## config.mk

```make
export PLATFORM = sky130hd
export DESIGN_NAME = ocp_latch_ctrl
export DESIGN_NICKNAME = d
export VERILOG_FILES = /design/src/rtl/ocp_latch_pkg.sv /design/src/rtl/ocp_rst_sync.sv /design/src/rtl/ocp_tick_gen.sv /design/src/rtl/ocp_channel.sv /design/src/rtl/ocp_latch_ctrl.sv
export SDC_FILE = /design/constraint.sdc
export NUM_CORES = 1
export LEC_CHECK = 0
export BUFFER_PORTS_ARGS = -buffer_cell sky130_fd_sc_hd__buf_2
export CORE_MARGIN = 1.5
export CORE_UTILIZATION = 58
export CTS_BUF_LIST = sky130_fd_sc_hd__clkbuf_4
export DETAILED_ROUTE_END_ITERATION = 7
export PLACE_DENSITY = 0.79
export SLEW_MARGIN = 25
export SYNTH_ARGS = -nofsm -noshare
export SYNTH_HDL_FRONTEND = slang
export SYNTH_SLANG_ARGS = --single-unit
```

## constraint.sdc

```tcl
create_clock -name clk -period 1.1 [get_ports clk]
set_input_delay 0.165 -clock clk [delete_from_list [all_inputs] [get_ports clk]]
set_output_delay 0.165 -clock clk [all_outputs]
set_load 0.03 [all_outputs]
```

## src/rtl/ocp_latch_pkg.sv

```systemverilog
package ocp_latch_pkg;

  typedef enum logic [1:0] {
    CH_OFF   = 2'd0,
    CH_BLANK = 2'd1,
    CH_ON    = 2'd2,
    CH_TRIP  = 2'd3
  } ch_state_t;

endpackage

```

## src/rtl/ocp_rst_sync.sv

```systemverilog
module ocp_rst_sync #(
  parameter int STAGES = 2
) (
  input  logic clk,
  input  logic rst_n,
  output logic rst_sync_n
);

  logic [STAGES-1:0] sync_q;

  always_ff @(posedge clk or negedge rst_n) begin
    if (!rst_n) sync_q <= '0;
    else        sync_q <= {sync_q[STAGES-2:0], 1'b1};
  end

  assign rst_sync_n = sync_q[STAGES-1];

endmodule

```

## src/rtl/ocp_tick_gen.sv

```systemverilog
module ocp_tick_gen #(
  parameter int TICK_DIV = 1
) (
  input  logic clk,
  input  logic rst_n,
  output logic tick_o
);

  localparam int CW = (TICK_DIV > 1) ? $clog2(TICK_DIV) : 1;
  localparam logic [CW-1:0] LAST = CW'(TICK_DIV - 1);

  logic [CW-1:0] cnt_q, cnt_d;

  always_comb begin
    if (cnt_q == LAST) cnt_d = '0;
    else               cnt_d = cnt_q + 1'b1;
  end

  always_ff @(posedge clk or negedge rst_n) begin
    if (!rst_n) cnt_q <= '0;
    else        cnt_q <= cnt_d;
  end

  assign tick_o = (cnt_q == LAST);

  AST_TICK_CNT_RANGE: assert property (@(posedge clk) disable iff (!rst_n)
    cnt_q <= LAST);

endmodule

```

## src/rtl/ocp_channel.sv

```systemverilog
module ocp_channel
  import ocp_latch_pkg::*;
#(
  parameter int BLANK_W = 8
) (
  input  logic               clk,
  input  logic               rst_n,
  input  logic               tick_i,
  input  logic               out_en_i,
  input  logic [BLANK_W-1:0] blank_ticks_i,
  input  logic               cmd_i,
  input  logic               oc_i,
  output logic               gate_o,
  output logic               fault_o
);

  ch_state_t          st_q, st_d;
  logic [BLANK_W-1:0] cnt_q, cnt_d;
  logic               cnt_en;
  logic               run_req;
  logic               blank_done;

  assign run_req    = out_en_i && cmd_i;
  assign blank_done = (cnt_q == '0);

  always_comb begin
    st_d   = st_q;
    cnt_d  = cnt_q;
    cnt_en = 1'b0;
    unique case (st_q)
      CH_OFF: begin
        if (run_req) begin
          st_d   = CH_BLANK;
          cnt_d  = blank_ticks_i;
          cnt_en = 1'b1;
        end
      end
      CH_BLANK: begin
        if (!run_req) begin
          st_d = CH_OFF;
        end else if (blank_done) begin
          st_d = oc_i ? CH_TRIP : CH_ON;
        end else if (tick_i) begin
          cnt_d  = cnt_q - 1'b1;
          cnt_en = 1'b1;
        end
      end
      CH_ON: begin
        if (!run_req)  st_d = CH_OFF;
        else if (oc_i) st_d = CH_TRIP;
      end
      CH_TRIP: begin
        if (!cmd_i) st_d = CH_OFF;
      end
      default: st_d = CH_OFF;
    endcase
  end

  always_ff @(posedge clk or negedge rst_n) begin
    if (!rst_n) st_q <= CH_OFF;
    else        st_q <= st_d;
  end

  always_ff @(posedge clk or negedge rst_n) begin
    if (!rst_n)      cnt_q <= '0;
    else if (cnt_en) cnt_q <= cnt_d;
  end

  assign gate_o  = (st_q == CH_BLANK) || (st_q == CH_ON);
  assign fault_o = (st_q == CH_TRIP);

  AST_OFF_WHEN_DISABLED: assert property (@(posedge clk) disable iff (!rst_n)
    !(out_en_i && cmd_i) |=> !gate_o);

  AST_FAULT_STICKY: assert property (@(posedge clk) disable iff (!rst_n)
    (fault_o && cmd_i) |=> (fault_o && !gate_o));

  AST_FAULT_CLEARS: assert property (@(posedge clk) disable iff (!rst_n)
    (fault_o && !cmd_i) |=> !fault_o);

  AST_BLANK_NO_TRIP: assert property (@(posedge clk) disable iff (!rst_n)
    (st_q == CH_BLANK && !blank_done) |=> !fault_o);

  AST_TRIP_WHEN_ON: assert property (@(posedge clk) disable iff (!rst_n)
    (st_q == CH_ON && out_en_i && cmd_i && oc_i) |=> (fault_o && !gate_o));

  AST_TRIP_AT_EXPIRY: assert property (@(posedge clk) disable iff (!rst_n)
    (st_q == CH_BLANK && blank_done && out_en_i && cmd_i && oc_i) |=> fault_o);

endmodule

```

## src/rtl/ocp_latch_ctrl.sv

```systemverilog
module ocp_latch_ctrl
  import ocp_latch_pkg::*;
#(
  parameter int NCH      = 3,
  parameter int BLANK_W  = 8,
  parameter int TICK_DIV = 1
) (
  input  logic               clk,
  input  logic               rst_n,
  input  logic               out_en_i,
  input  logic [BLANK_W-1:0] blank_ticks_i,
  input  logic [NCH-1:0]     cmd_i,
  input  logic [NCH-1:0]     oc_i,
  output logic [NCH-1:0]     gate_o,
  output logic [NCH-1:0]     fault_o
);

  logic rst_int_n;
  logic tick;

  ocp_rst_sync #(.STAGES(2)) u_rst (
    .clk        (clk),
    .rst_n      (rst_n),
    .rst_sync_n (rst_int_n)
  );

  ocp_tick_gen #(.TICK_DIV(TICK_DIV)) u_tick (
    .clk    (clk),
    .rst_n  (rst_int_n),
    .tick_o (tick)
  );

  for (genvar ch = 0; ch < NCH; ch++) begin : g_ch
    ocp_channel #(.BLANK_W(BLANK_W)) u_ch (
      .clk           (clk),
      .rst_n         (rst_int_n),
      .tick_i        (tick),
      .out_en_i      (out_en_i),
      .blank_ticks_i (blank_ticks_i),
      .cmd_i         (cmd_i[ch]),
      .oc_i          (oc_i[ch]),
      .gate_o        (gate_o[ch]),
      .fault_o       (fault_o[ch])
    );
  end

  AST_RESET_QUIET: assert property (@(posedge clk)
    !rst_n |-> (gate_o == '0 && fault_o == '0));

endmodule

```

==> run metrics, run 1 <==
status=stopped before the end; Last stage=global routing; Err=[ERROR DPL-0038] Utilization greater than 100%, impossible to legalize; ys async rst share=100%; Main synth FF type=dfrtp_1; number of enable flip-flop cells after synthesis=0; placed instance count=417; largest family of logic cells by synthesized area=compound AO/OA/AOI/OAI gates; synthesized area per cell=8.49 µm²; IO buf count=22; cell area after synthesis=2410 µm²; Seq/Total Area, Yosys=between 30% and 40%; die height=67.5 µm; largest cells by area after synthesis=dfrtp_1 33%, ha_1 11%, nor2_1 4.0%; largest net degree at the start of global routing=27; initial core utilization=60.2%; post-DP HPWL=between 5 and 6 mm; Placement Cell Area=3250 µm²; count leader, synth=dfrtp_1; Post-Syn Instances=284; Syn. warnings=0; Synth top area share=about a third; Yosys cell types=between 50 and 60; GPL Wtd Cong=slightly below 0.9; synth cell count leaders=32 x dfrtp_1, 26 x nor2_1, 22 x nand2_1; Num CTS Buffers=5; syn nets=322; GRT worst endpoint=g_ch[2].u_ch.cnt_q[0]$_DFFE_PN0P_/D; CTS sink cnt=32; H-tree levels=2; Adder-Cell Fraction of Synth Area=about 11%; Post-Synth Simple-Gate Area=21.9%; Compound-Gate Fraction of Synth Area=about a quarter; Yosys top cell by area=dfrtp_1; Synth Register Bits=32; site row count=23; Die Span X=67.5 µm; Clock Path Buffers=2; I/O Pins=23; WEP type=sequential cell input; Root Buffer=clkbuf_4; mux cell area share after synthesis=2.65%; Post-Synth XOR/XNOR Area=0%
## stage by stage
step	utilization [%]	setup slack, ns
4_1_cts	91.2	-0.715
3_5_place_dp	81.2	-0.746
2_1_floorplan	-	-0.856
3_3_place_gp	81.2	-0.704
## cells by family after synthesis
group,after synthesis
AOI/OAI and AO/OA,80
adders and majority gates,21
buffers and inverters,41
DFF,32
muxes,6
other,1
and+or+nand+nor,103
## what timing repair did
action / CTS
hold buffers: 1
setup buffers: 8
endpoints found under the hold margin: 2
setup endpoints to repair: 36
pin swaps: 26
cloned: 1
resized for setup: 66
==> run 2: changes to the inputs <==
--- a/config.mk
+++ b/config.mk
@@ -7,10 +7,9 @@
 export LEC_CHECK = 0
 export BUFFER_PORTS_ARGS = -buffer_cell sky130_fd_sc_hd__buf_2
 export CORE_MARGIN = 1.5
-export CORE_UTILIZATION = 58
-export CTS_BUF_LIST = sky130_fd_sc_hd__clkbuf_4
+export CORE_UTILIZATION = 40
 export DETAILED_ROUTE_END_ITERATION = 7
-export PLACE_DENSITY = 0.79
+export PLACE_DENSITY_LB_ADDON = 0.15
 export SLEW_MARGIN = 25
 export SYNTH_ARGS = -nofsm -noshare
 export SYNTH_HDL_FRONTEND = slang
==> run 2 against run 1 <==
Compared with the run above:
- the flow now finishes, with violations (negative setup slack)
- synthesized cell count is the same
- synthesized area stayed put
==> run metrics, run 2 <==
Largest register FFs=24; Final #Nets=434; commonest non-fill, non-tap cells in the layout=85 x buf_4, 29 x dfrtp_1, 25 x nor2_1, 22 x buf_6, 20 x nand2_1; final worst slack=-0.716 ns; post-DP HPWL=4.89 mm (-5.8%); vias in the first global route=2512; Max Cap Viol=0; failing checks=negative setup slack; WP data arrival=1.99 ns; via count=between 2000 and 3000; CP peak stage delay=between 0.5 and 0.6 ns; IO buf count=22 (unchanged); Top reg by flops=g_ch.u_ch.cnt_q; Hold Crit Class=reg -> async; CTS tree=built; Main synth FF type=dfrtp_1; reg-to-reg setup timing slack=-0.72 ns; placed instance count=440 (+5.5%); Hold Slack=around 0.14 ns; Vias/cell=5.30; Iter 0 DRT Violations=80; GPL Wtd Cong=0.837 (-6.0%); router iterations before antenna repair=4; status=finished, violations left; site row count=28 (+22%); GR Overflow Total=0; clock insertion delay at the later pin of the skew report=~0.29 ns; antenna-violating nets left=0; Yosys top cell by area=dfrtp_1; Clock Path Buffers=2 (unchanged); I/O Pins=23 (unchanged); largest cells by area after synthesis=dfrtp_1 33%, ha_1 11%, nor2_1 4.0%; layout cells sized above 1=between 50% and 60%; WS Path Type=reg -> reg; dpl ws=-0.749 ns (-0.00308 ns); die height=80.6 µm (+20%); Num CTS Buffers=5 (unchanged); RSZ-0062 raised after global routing=true; DRC viols=0; worst-path maximum fanout=5; commonest non-fill, non-tap cell in the layout=buf_4; Post-Syn Instances=284 (unchanged); Synth top area share=33.2% (unchanged); critical path capture point type=register; worst IR drop on VDD=1.87 mV; Reg clk slew, reported paths=~0.060 ns; final worst-path cycle share=165%; die footprint=6500 µm²; area delta synth->final=61.8%; Post-Layout Cell Count=around 470; initial antenna violation count=0; Yosys cell types=55 (unchanged); Total Routing Usage GR=23.3%; fin util=66.6%; core area=just under 6000 µm²; initial core utilization=41.2% (-19 points); Die Span X=80.6 µm (+20%); Cell Chain, Critical Path=or4_4 -> o41a_1 -> and2_4 -> o211a_1; fmax=551 MHz; Synth Register Bits=32 (unchanged); cell area after synthesis=2410 µm² (unchanged); Setup Viol. Count Final=36; synth cell count leaders=32 x dfrtp_1, 26 x nor2_1, 22 x nand2_1; largest net degree at the start of global routing=25; WL/cell=14.9 µm; number of enable flip-flop cells after synthesis=0 (unchanged); Fin. Hold Viols=0; setup_tns=-18.33 ns; first-pass GRT wire length=11.7 mm; syn nets=322 (unchanged); Final Skew=0.00559 ns; Critical Path RT=1.27 ns; H-tree levels=2 (unchanged); Seq/Total Area, Yosys=33.2% (unchanged); n_diodes=0; Static Leakage=between 1.5 and 2 nW; Tmin final=~1.8 ns; Final Max Tran Viols=0; CTS sink cnt=32 (unchanged); Regs by FF count=g_ch.u_ch.cnt_q (24), g_ch.u_ch.st_q (6), u_rst.sync_q (2); count leader, synth=dfrtp_1; synthesized area per cell=8.49 µm² (unchanged); Syn. warnings=0 (unchanged); Root Buffer=clkbuf_8; CP max stage cell=or4_4; ys async rst share=100% (unchanged); WL final=7.03 mm; worst setup path startpoint=g_ch[2].u_ch.cnt_q[5]; launch point of the worst reg-to-reg path=g_ch[2].u_ch.cnt_q[5]; Worst setup SP type=register; power density over the cells=around 2800 nW/µm²
run 2: power breakdown:
group / internal, mW / switching, mW / total, mW
sequential: 1.69 / 0.425 / 2.11
clock: 0.510 / 0.439 / 0.949
combinational: 4.08 / 3.68 / 7.77
run 2: stage by stage:
step | power [mW] | instance area (µm²)
final | 10.8 | 3900
after global routing | 11.7 | 3900
after CTS | 10.5 | 3800
after detailed placement | 8.25 | 3270
after global placement | 8.17 | 3270
after floorplan | 6.10 | 2600
run 2: cell type report:
| class | count | area [µm²] |
|---|---|---|
| clock buffers | 8 | 90.1 |
| flip-flops and latches | 32 | 805 |
| repair buffers | 126 | 1020 |
| fillers | 460 | 1950 |
| inverters | 20 | 82.6 |
| well taps | 75 | 93.8 |
| multi-input cells | 211 | 1810 |
run 2: path summary, 6_finish.rpt:
path,end,cells after the start
worst min-delay path,g_ch[2].u_ch.st_q[0],0
min in group clk,g_ch[1].u_ch.cnt_q[2],3
worst max register to register,g_ch[2].u_ch.cnt_q[2],4
max in group asynchronous,g_ch[1].u_ch.st_q[1],1
worst min register to register,g_ch[2].u_ch.st_q[0],0
worst max-delay path,g_ch[2].u_ch.cnt_q[2],4
run 2: metal layers:
layer,global-route usage (%),routed length [µm],vias to the layer above,part of all wire (%)
li1,-,-,1265,-
met1,28.6,3130,1197,44
met2,42.3,3640,33,52
met3,3.98,200,6,2.8
met4,5.34,61,0,0.87
met5,0,0,-,0
run 2: kinds of logic (layout without fill, tap and decap cells):
logic type / after synthesis / after routing / share of synthesized area [%]
other: 1 / 1 / 0.156
and+or+nand+nor: 103 / 103 / 21.9
adders and majority gates: 21 / 21 / 10.9
buffers and inverters: 41 / 154 / 7.68
muxes: 6 / 6 / 2.65
DFF: 32 / 32 / 33.2
AOI/OAI and AO/OA: 80 / 80 / 23.5
run 2: timing repair:
| action | in CTS | in global routing |
|---|---|---|
| pin swaps | 20 | 8 |
| hold buffers | 1 | 0 |
| buffers inserted | 18 | 5 |
| hold endpoints to repair | 2 | 0 |
| gates resized for setup | 71 | 13 |
| endpoints found under the setup margin | 36 | 36 |
run 2: critical path, delay by kind of cell, from the launching register on:
| kind | cells | cell delay, ns |
|---|---|---|
| simple gates | 2 | 0.74 |
| compound gates | 2 | 0.58 |
| flops | 1 | 0.38 |
(Power assumes the default switching activity.)
==> run 3: changes to the inputs <==
==> constraint.sdc (replaced) <==
create_clock -name clk -period 1.1 [get_ports clk]
set_input_delay 0.165 -clock clk [delete_from_list [all_inputs] [get_ports clk]]
set_output_delay 0.165 -clock clk [all_outputs]
set_load 0.01 [all_outputs]
==> run 3 against run 2 <==
Compared with the run above:
- the flow still finishes with violations (negative setup slack)
- global-route usage barely moved
- via count rose by 0.92%
- critical path depth did not move
- combinational power fell by 2%
- cell area rose by 0.13%
- sequential share of layout area barely moved
- first-iteration DRC count rose by 46%
- sequential power barely moved
- utilization rose by 0.085 points
- setup slack got worse by 0.0040 ns
- largest power group unchanged
- highest routed layer unchanged
==> run metrics, run 3 (synthesis results as in run 2) <==
WP buf/inv=0 (unchanged); CP peak stage delay=0.55 ns (about the same); via count=2524 (+0.92%); antenna-violating nets left=0 (unchanged); WL/cell=15.1 µm (+1.3%); RSZ-0062 raised after global routing=true; busiest layer in global routing=met2; met2 Use GR=42.1% (-0.17 points); Worst setup SP type=register; status=finished, violations left; Post-Layout Cell Count=471 (-0.21%); post-DP HPWL=4.89 mm (unchanged); WL final=7.10 mm (+1.1%); layout cells sized above 1=51.5% (+0.63 points); worst-path maximum fanout=5 (unchanged); Die Span X=80.6 µm (unchanged); Psw=4.41 mW (-2.9%); Tmin final=1.82 ns (+0.00400 ns); router iterations before antenna repair=5 (+1); Setup Viol. Count Final=36 (unchanged); Reg clk slew, reported paths=0.06 ns (about the same); clock power share=8.9% (about the same); n_diodes=0 (unchanged); placed instance count=440 (unchanged); initial core utilization=41.2% (unchanged); Hold Crit Class=reg -> async; die height=80.6 µm (unchanged); Overall Power=10.7 mW (-1.3%); Total Routing Usage GR=23.4% (+0.024 points); CTS sink cnt=32 (unchanged); Seq pwr share=19.8% (+0.3 points); fmax=549 MHz (-0.22%); WP data arrival=1.99 ns (about the same); final worst slack=-0.720 ns (-0.00399 ns); commonest non-fill, non-tap cells in the layout=84 x buf_4, 29 x dfrtp_1, 25 x nor2_1, 22 x buf_6, 20 x nand2_1; CP max stage cell=or4_4; final worst-path cycle share=165% (+0.36 points); final instance area=3900 µm² (+0.13%); H-tree levels=2 (unchanged); Static Leakage=1.72 nW (-0.19%); Iter 0 DRT Violations=117 (+46%); initial antenna violation count=0 (unchanged); site row count=28 (unchanged); clock insertion delay at the later pin of the skew report=0.29 ns (about the same); Fin. Hold Viols=0 (unchanged); part of the power in combinational logic=71.3% (-0.4 points); first-pass GRT wire length=11.6 mm (about the same); core area=5850 µm² (unchanged); Filler Cell Count=469 (+2.0%); Cell Chain, Critical Path=or4_4 -> o41a_1 -> and2_4 -> o211a_1; critical path capture point type=register; Vias/cell=5.36 (+1.1%); Critical Path RT=1.27 ns (about the same); GPL Wtd Cong=0.837 (unchanged); Final #Nets=433 (-0.23%); vias in the first global route=2517 (+0.20%); power density over the cells=2740 nW/µm² (-1.4%); cell-internal power=6.28 mW (about the same); Top reg by flops=g_ch.u_ch.cnt_q; GR Overflow Total=0 (unchanged); I/O Pins=23 (unchanged); commonest non-fill, non-tap cell in the layout=buf_4; DRC viols=0 (unchanged); IO buf count=22 (unchanged); Switching Share=41.3% (-0.70 points); Largest register FFs=24 (unchanged); Max Cap Viol=0 (unchanged); largest net degree at the start of global routing=25 (unchanged); failing checks=negative setup slack; Clock Path Buffers=2 (unchanged); Root Buffer=clkbuf_8; Register Area=805 µm² (unchanged); Placement Cell Area=3270 µm² (unchanged); area delta synth->final=62.0%; die footprint=6500 µm² (unchanged); Regs by FF count=g_ch.u_ch.cnt_q (24), g_ch.u_ch.st_q (6), u_rst.sync_q (2); GRT met1 Usage=28.9% (+0.28 points); worst IR drop on VDD=1.57 mV (-16%); Final Max Tran Viols=0 (unchanged); CTS tree=built; Top delay family on crit path=simple AND/OR/NAND/NOR gates; Num CTS Buffers=5 (unchanged); Hold Slack=0.141 ns (+0.00105 ns); WS Path Type=reg -> reg; M3 GR Usage=3.86% (-0.11 points); Multi-input gate area=1820 µm² (+0.69%); Final Skew=0.00627 ns (+0.000689 ns)
-- run 3: cell types whose count changed in the layout (fill, tap and decap cells not counted) --
cell	change
buf_4	-1
o31ai_2	+1
inv_1	-1
o32ai_2	+1
inv_2	+1
o31ai_1	-1
o32ai_1	-1
-- run 3: worst register-to-register path: stages (launching register included) --
cell	delay, ns
dfrtp_1	0.39
or4_4	0.55
o41a_1	0.37
and2_4	0.19
o211a_1	0.21
-- run 3: worst paths after layout --
path                       depth (start not counted)                  start  slack [ns]                     to
setup / recovery                                   4  g_ch[2].u_ch.cnt_q[5]       -0.72  g_ch[2].u_ch.cnt_q[2]
hold / removal                                     0        u_rst.sync_q[1]        0.14   g_ch[2].u_ch.st_q[0]
setup reg to reg                                   4  g_ch[2].u_ch.cnt_q[5]       -0.72  g_ch[2].u_ch.cnt_q[2]
hold reg to reg                                    0        u_rst.sync_q[1]        0.14   g_ch[2].u_ch.st_q[0]
max in group asynchronous                          1        u_rst.sync_q[1]        0.51   g_ch[1].u_ch.st_q[1]
min in group clk                                   3       blank_ticks_i[2]        0.20  g_ch[1].u_ch.cnt_q[2]
-- run 3: what timing repair did --
action | 4_1_cts | 5_1_grt
setup buffers | 19 | 4
hold buffers | 1 | 0
pin swaps | 20 | 8
hold endpoints to repair | 2 | 0
endpoints found under the setup margin | 36 | 36
gates resized for setup | 66 | 15
-- run 3: final cells by class --
| class | count | share of cell area [%] |
|---|---|---|
| clock buffer | 8 | 2.31 |
| inverter | 20 | 2.12 |
| timing repair buffer | 125 | 25.8 |
| tap | 75 | 2.40 |
| sequential | 32 | 20.6 |
| multi-input combinational | 211 | 46.7 |
-- run 3: power groups by stage --
stage | Combinational, mW | Clock, mW | Sequential (mW)
floorplan | 3.74 | 0 | 2.19
global placement | 5.92 | 0 | 2.08
detailed placement | 5.98 | 0 | 2.10
CTS | 7.23 | 0.968 | 2.12
global route | 8.31 | 1.01 | 2.18
finish | 7.62 | 0.954 | 2.12
-- run 3: layer usage --
metal / part of all wire (%) / vias up
met1: 45 / 1220
met2: 52 / 34
met4: 1.0 / 0
met5: 0 / -
met3: 2.7 / 8
li1: - / 1262
-- run 3: per-stage QoR --
| step | TNS (ns) | utilization, % | setup WS, ns |
|---|---|---|---|
| 5_1_grt | -20.25 | 66.7 | -0.757 |
| 3_3_place_gp | -17.23 | 55.8 | -0.695 |
| 3_5_place_dp | -17.79 | 55.8 | -0.749 |
| 6_report | -18.27 | 66.7 | -0.720 |
| 2_1_floorplan | -16.68 | - | -0.856 |
| 4_1_cts | -17.78 | 65.0 | -0.718 |
==> run 4: changes to the inputs <==
--- a/config.mk
+++ b/config.mk
@@ -9,7 +9,7 @@
 export CORE_MARGIN = 1.5
 export CORE_UTILIZATION = 40
 export DETAILED_ROUTE_END_ITERATION = 7
-export PLACE_DENSITY_LB_ADDON = 0.15
+export PLACE_DENSITY = 0.63
 export SLEW_MARGIN = 25
 export SYNTH_ARGS = -nofsm -noshare
 export SYNTH_HDL_FRONTEND = slang
==> run 4 against run 3 <==
Compared with the run above:
- the flow still finishes with violations (negative setup slack)
- utilization grew 0.36 points
- power grew 1.4%
- die area is the same
- count of clock-buffer cells in the layout shrank 2
- combinational power grew 2.8%
- flip-flop and latch count is the same
- clock skew grew 0.0019 ns
- register-to-register slack lost 0.04 ns
- non-clock buffer count grew 8
- critical endpoint is now g_ch[2].u_ch.cnt_q[4]
- largest cell class unchanged
- highest routed layer unchanged
==> run metrics, run 4 (synthesis results as in run 2) <==
Setup Viol. Count Final=36 (unchanged); part of the power in combinational logic=72.3% (+1.0 points); Tmin final=1.86 ns (+0.0418 ns); Root Buffer=clkbuf_8; dpl ws=-0.767 ns (-0.0182 ns); status=finished, violations left; WL/cell=14.5 µm (-4.0%); Top delay family on crit path=simple AND/OR/NAND/NOR gates; Total Routing Usage GR=22.1% (-1.2 points); WP buf/inv=0 (unchanged); critical path capture point type=register; Overall Power=10.8 mW (+1.4%); I/O Pins=23 (unchanged); RSZ-0062 raised after global routing=true; Hold Crit Class=in -> async; post-DP HPWL=4.75 mm (-2.9%); n_diodes=0 (unchanged); commonest non-fill, non-tap cell in the layout=buf_4; WP data arrival=2.03 ns (+0.04 ns); clock power share=8.1% (-0.8 points); layout cells sized above 1=51.6% (+0.098 points); die height=80.6 µm (unchanged); CP max stage cell=or4_4; largest net degree at the start of global routing=31 (+24%); Num CTS Buffers=5 (unchanged); Max Cap Viol=0 (unchanged); Top reg by flops=g_ch.u_ch.cnt_q; H-tree levels=2 (unchanged); CP peak stage delay=0.57 ns (+0.02 ns); Vias/cell=5.32 (-0.72%); Critical Path RT=1.27 ns (about the same); cell-internal power=6.41 mW (+2.0%); Clock Path Buffers=2 (unchanged); IO buf count=22 (unchanged); Largest register FFs=24 (unchanged); first-pass GRT wire length=11.1 mm (-4.9%); Cell Chain, Critical Path=or4_4 -> o41a_1 -> and2_4 -> o211a_1; core area=5850 µm² (unchanged); Seq pwr share=19.7% (about the same); launch point of the worst reg-to-reg path=g_ch[2].u_ch.cnt_q[3]; antenna-violating nets left=0 (unchanged); Reg clk slew, reported paths=0.07 ns (about the same); fmax=537 MHz (-2.2%); worst IR drop on VDD=1.50 mV (-4.5%); CTS sink cnt=32 (unchanged); Final Max Tran Viols=0 (unchanged); Die Span X=80.6 µm (unchanged); Regs by FF count=g_ch.u_ch.cnt_q (24), g_ch.u_ch.st_q (6), u_rst.sync_q (2); failing checks=negative setup slack; clock insertion delay at the later pin of the skew report=0.28 ns (about the same); vias in the first global route=2420 (-3.9%); Switching Share=40.9% (-0.39 points); final worst-path cycle share=169% (+3.8 points); router iterations before antenna repair=4 (-1); WS Path Type=reg -> reg; Fin. Hold Viols=0 (unchanged); Psw=4.43 mW (+0.40%); via count=2543 (+0.75%); final worst slack=-0.762 ns (-0.0418 ns); WL final=6.92 mm (-2.5%); initial antenna violation count=0 (unchanged); commonest non-fill, non-tap cells in the layout=94 x buf_4, 30 x dfrtp_1, 25 x nor2_1, 20 x buf_6, 19 x nand2_1; CTS tree=built; worst-path maximum fanout=5 (unchanged); Iter 0 DRT Violations=161 (+38%); Final Skew=0.00812 ns (+0.00185 ns); initial core utilization=41.2% (unchanged); die footprint=6500 µm² (unchanged); Final #Nets=441 (+1.8%); area delta synth->final=62.9%; site row count=28 (unchanged); Static Leakage=1.73 nW (+1.1%); power density over the cells=2760 nW/µm² (+0.81%); DRC viols=0 (unchanged); Worst setup SP type=register; worst setup path startpoint=g_ch[2].u_ch.cnt_q[3]; GR Overflow Total=0 (unchanged); GPL Wtd Cong=0.891 (+6.4%)
## run 4: cell count changes in the layout (fill, tap and decap cells not counted), moves of 2 or more
cell	change
nor3_1	+2
nor4_2	+2
buf_4	+10
buf_6	-2
o32ai_2	-2
inv_2	+2
## run 4: through the flow
stage	instances	hold WS, ns	setup TNS (ns)	utilization (%)	cell area, µm²
2_1_floorplan	284	-0.131	-16.68	-	2600
3_3_place_gp	444	-0.0495	-17.36	56.1	3280
3_5_place_dp	444	-0.0480	-18.00	56.1	3280
4_1_cts	468	0.172	-18.78	64.8	3790
5_1_grt	478	0.172	-21.16	67.1	3930
6_report	478	0.184	-19.04	67.1	3930
## run 4: final timing paths
kind                                    endpoint  slack, ns  cells past startpoint
max                        g_ch[2].u_ch.cnt_q[4]      -0.76                      4
min                              u_rst.sync_q[0]       0.18                      2
max reg2reg                g_ch[2].u_ch.cnt_q[4]      -0.76                      4
min in group clk           g_ch[1].u_ch.cnt_q[4]       0.19                      3
max in group asynchronous   g_ch[1].u_ch.st_q[0]       0.69                      1
min reg2reg                g_ch[2].u_ch.cnt_q[7]       0.22                      1
## run 4: power groups by stage
stage          Clock (mW)  Combinational [mW]  Sequential, mW
2_1_floorplan           0                3.74            2.19
3_3_place_gp            0                6.03            2.06
3_5_place_dp            0                6.13            2.08
4_1_cts             0.911                7.33            2.11
5_1_grt             0.966                8.55            2.19
6_report            0.876                7.83            2.13
## run 4: layout make-up
cell class	instances	area [µm²]
clock buffers	6	72.6
clock inverters	1	5.00
well taps	75	93.8
flip-flops and latches	32	803
fillers	457	1930
inverters	20	80.1
repair buffers	133	1060
multi-input cells	211	1810
## run 4: repair_timing
action	in CTS	in global routing
gates resized for setup	63	12
hold buffers	1	0
hold endpoints to repair	2	0
pin swaps	27	10
buffers inserted	16	11
endpoints found under the setup margin	36	36
## run 4: per-layer routing
layer | up-vias | GRT usage (%) | routed length [µm]
li1 | 1275 | - | -
met1 | 1213 | 28.5 | 3190
met2 | 47 | 37.6 | 3400
met3 | 8 | 2.95 | 225
met4 | 0 | 7.93 | 107
met5 | - | 0 | 0
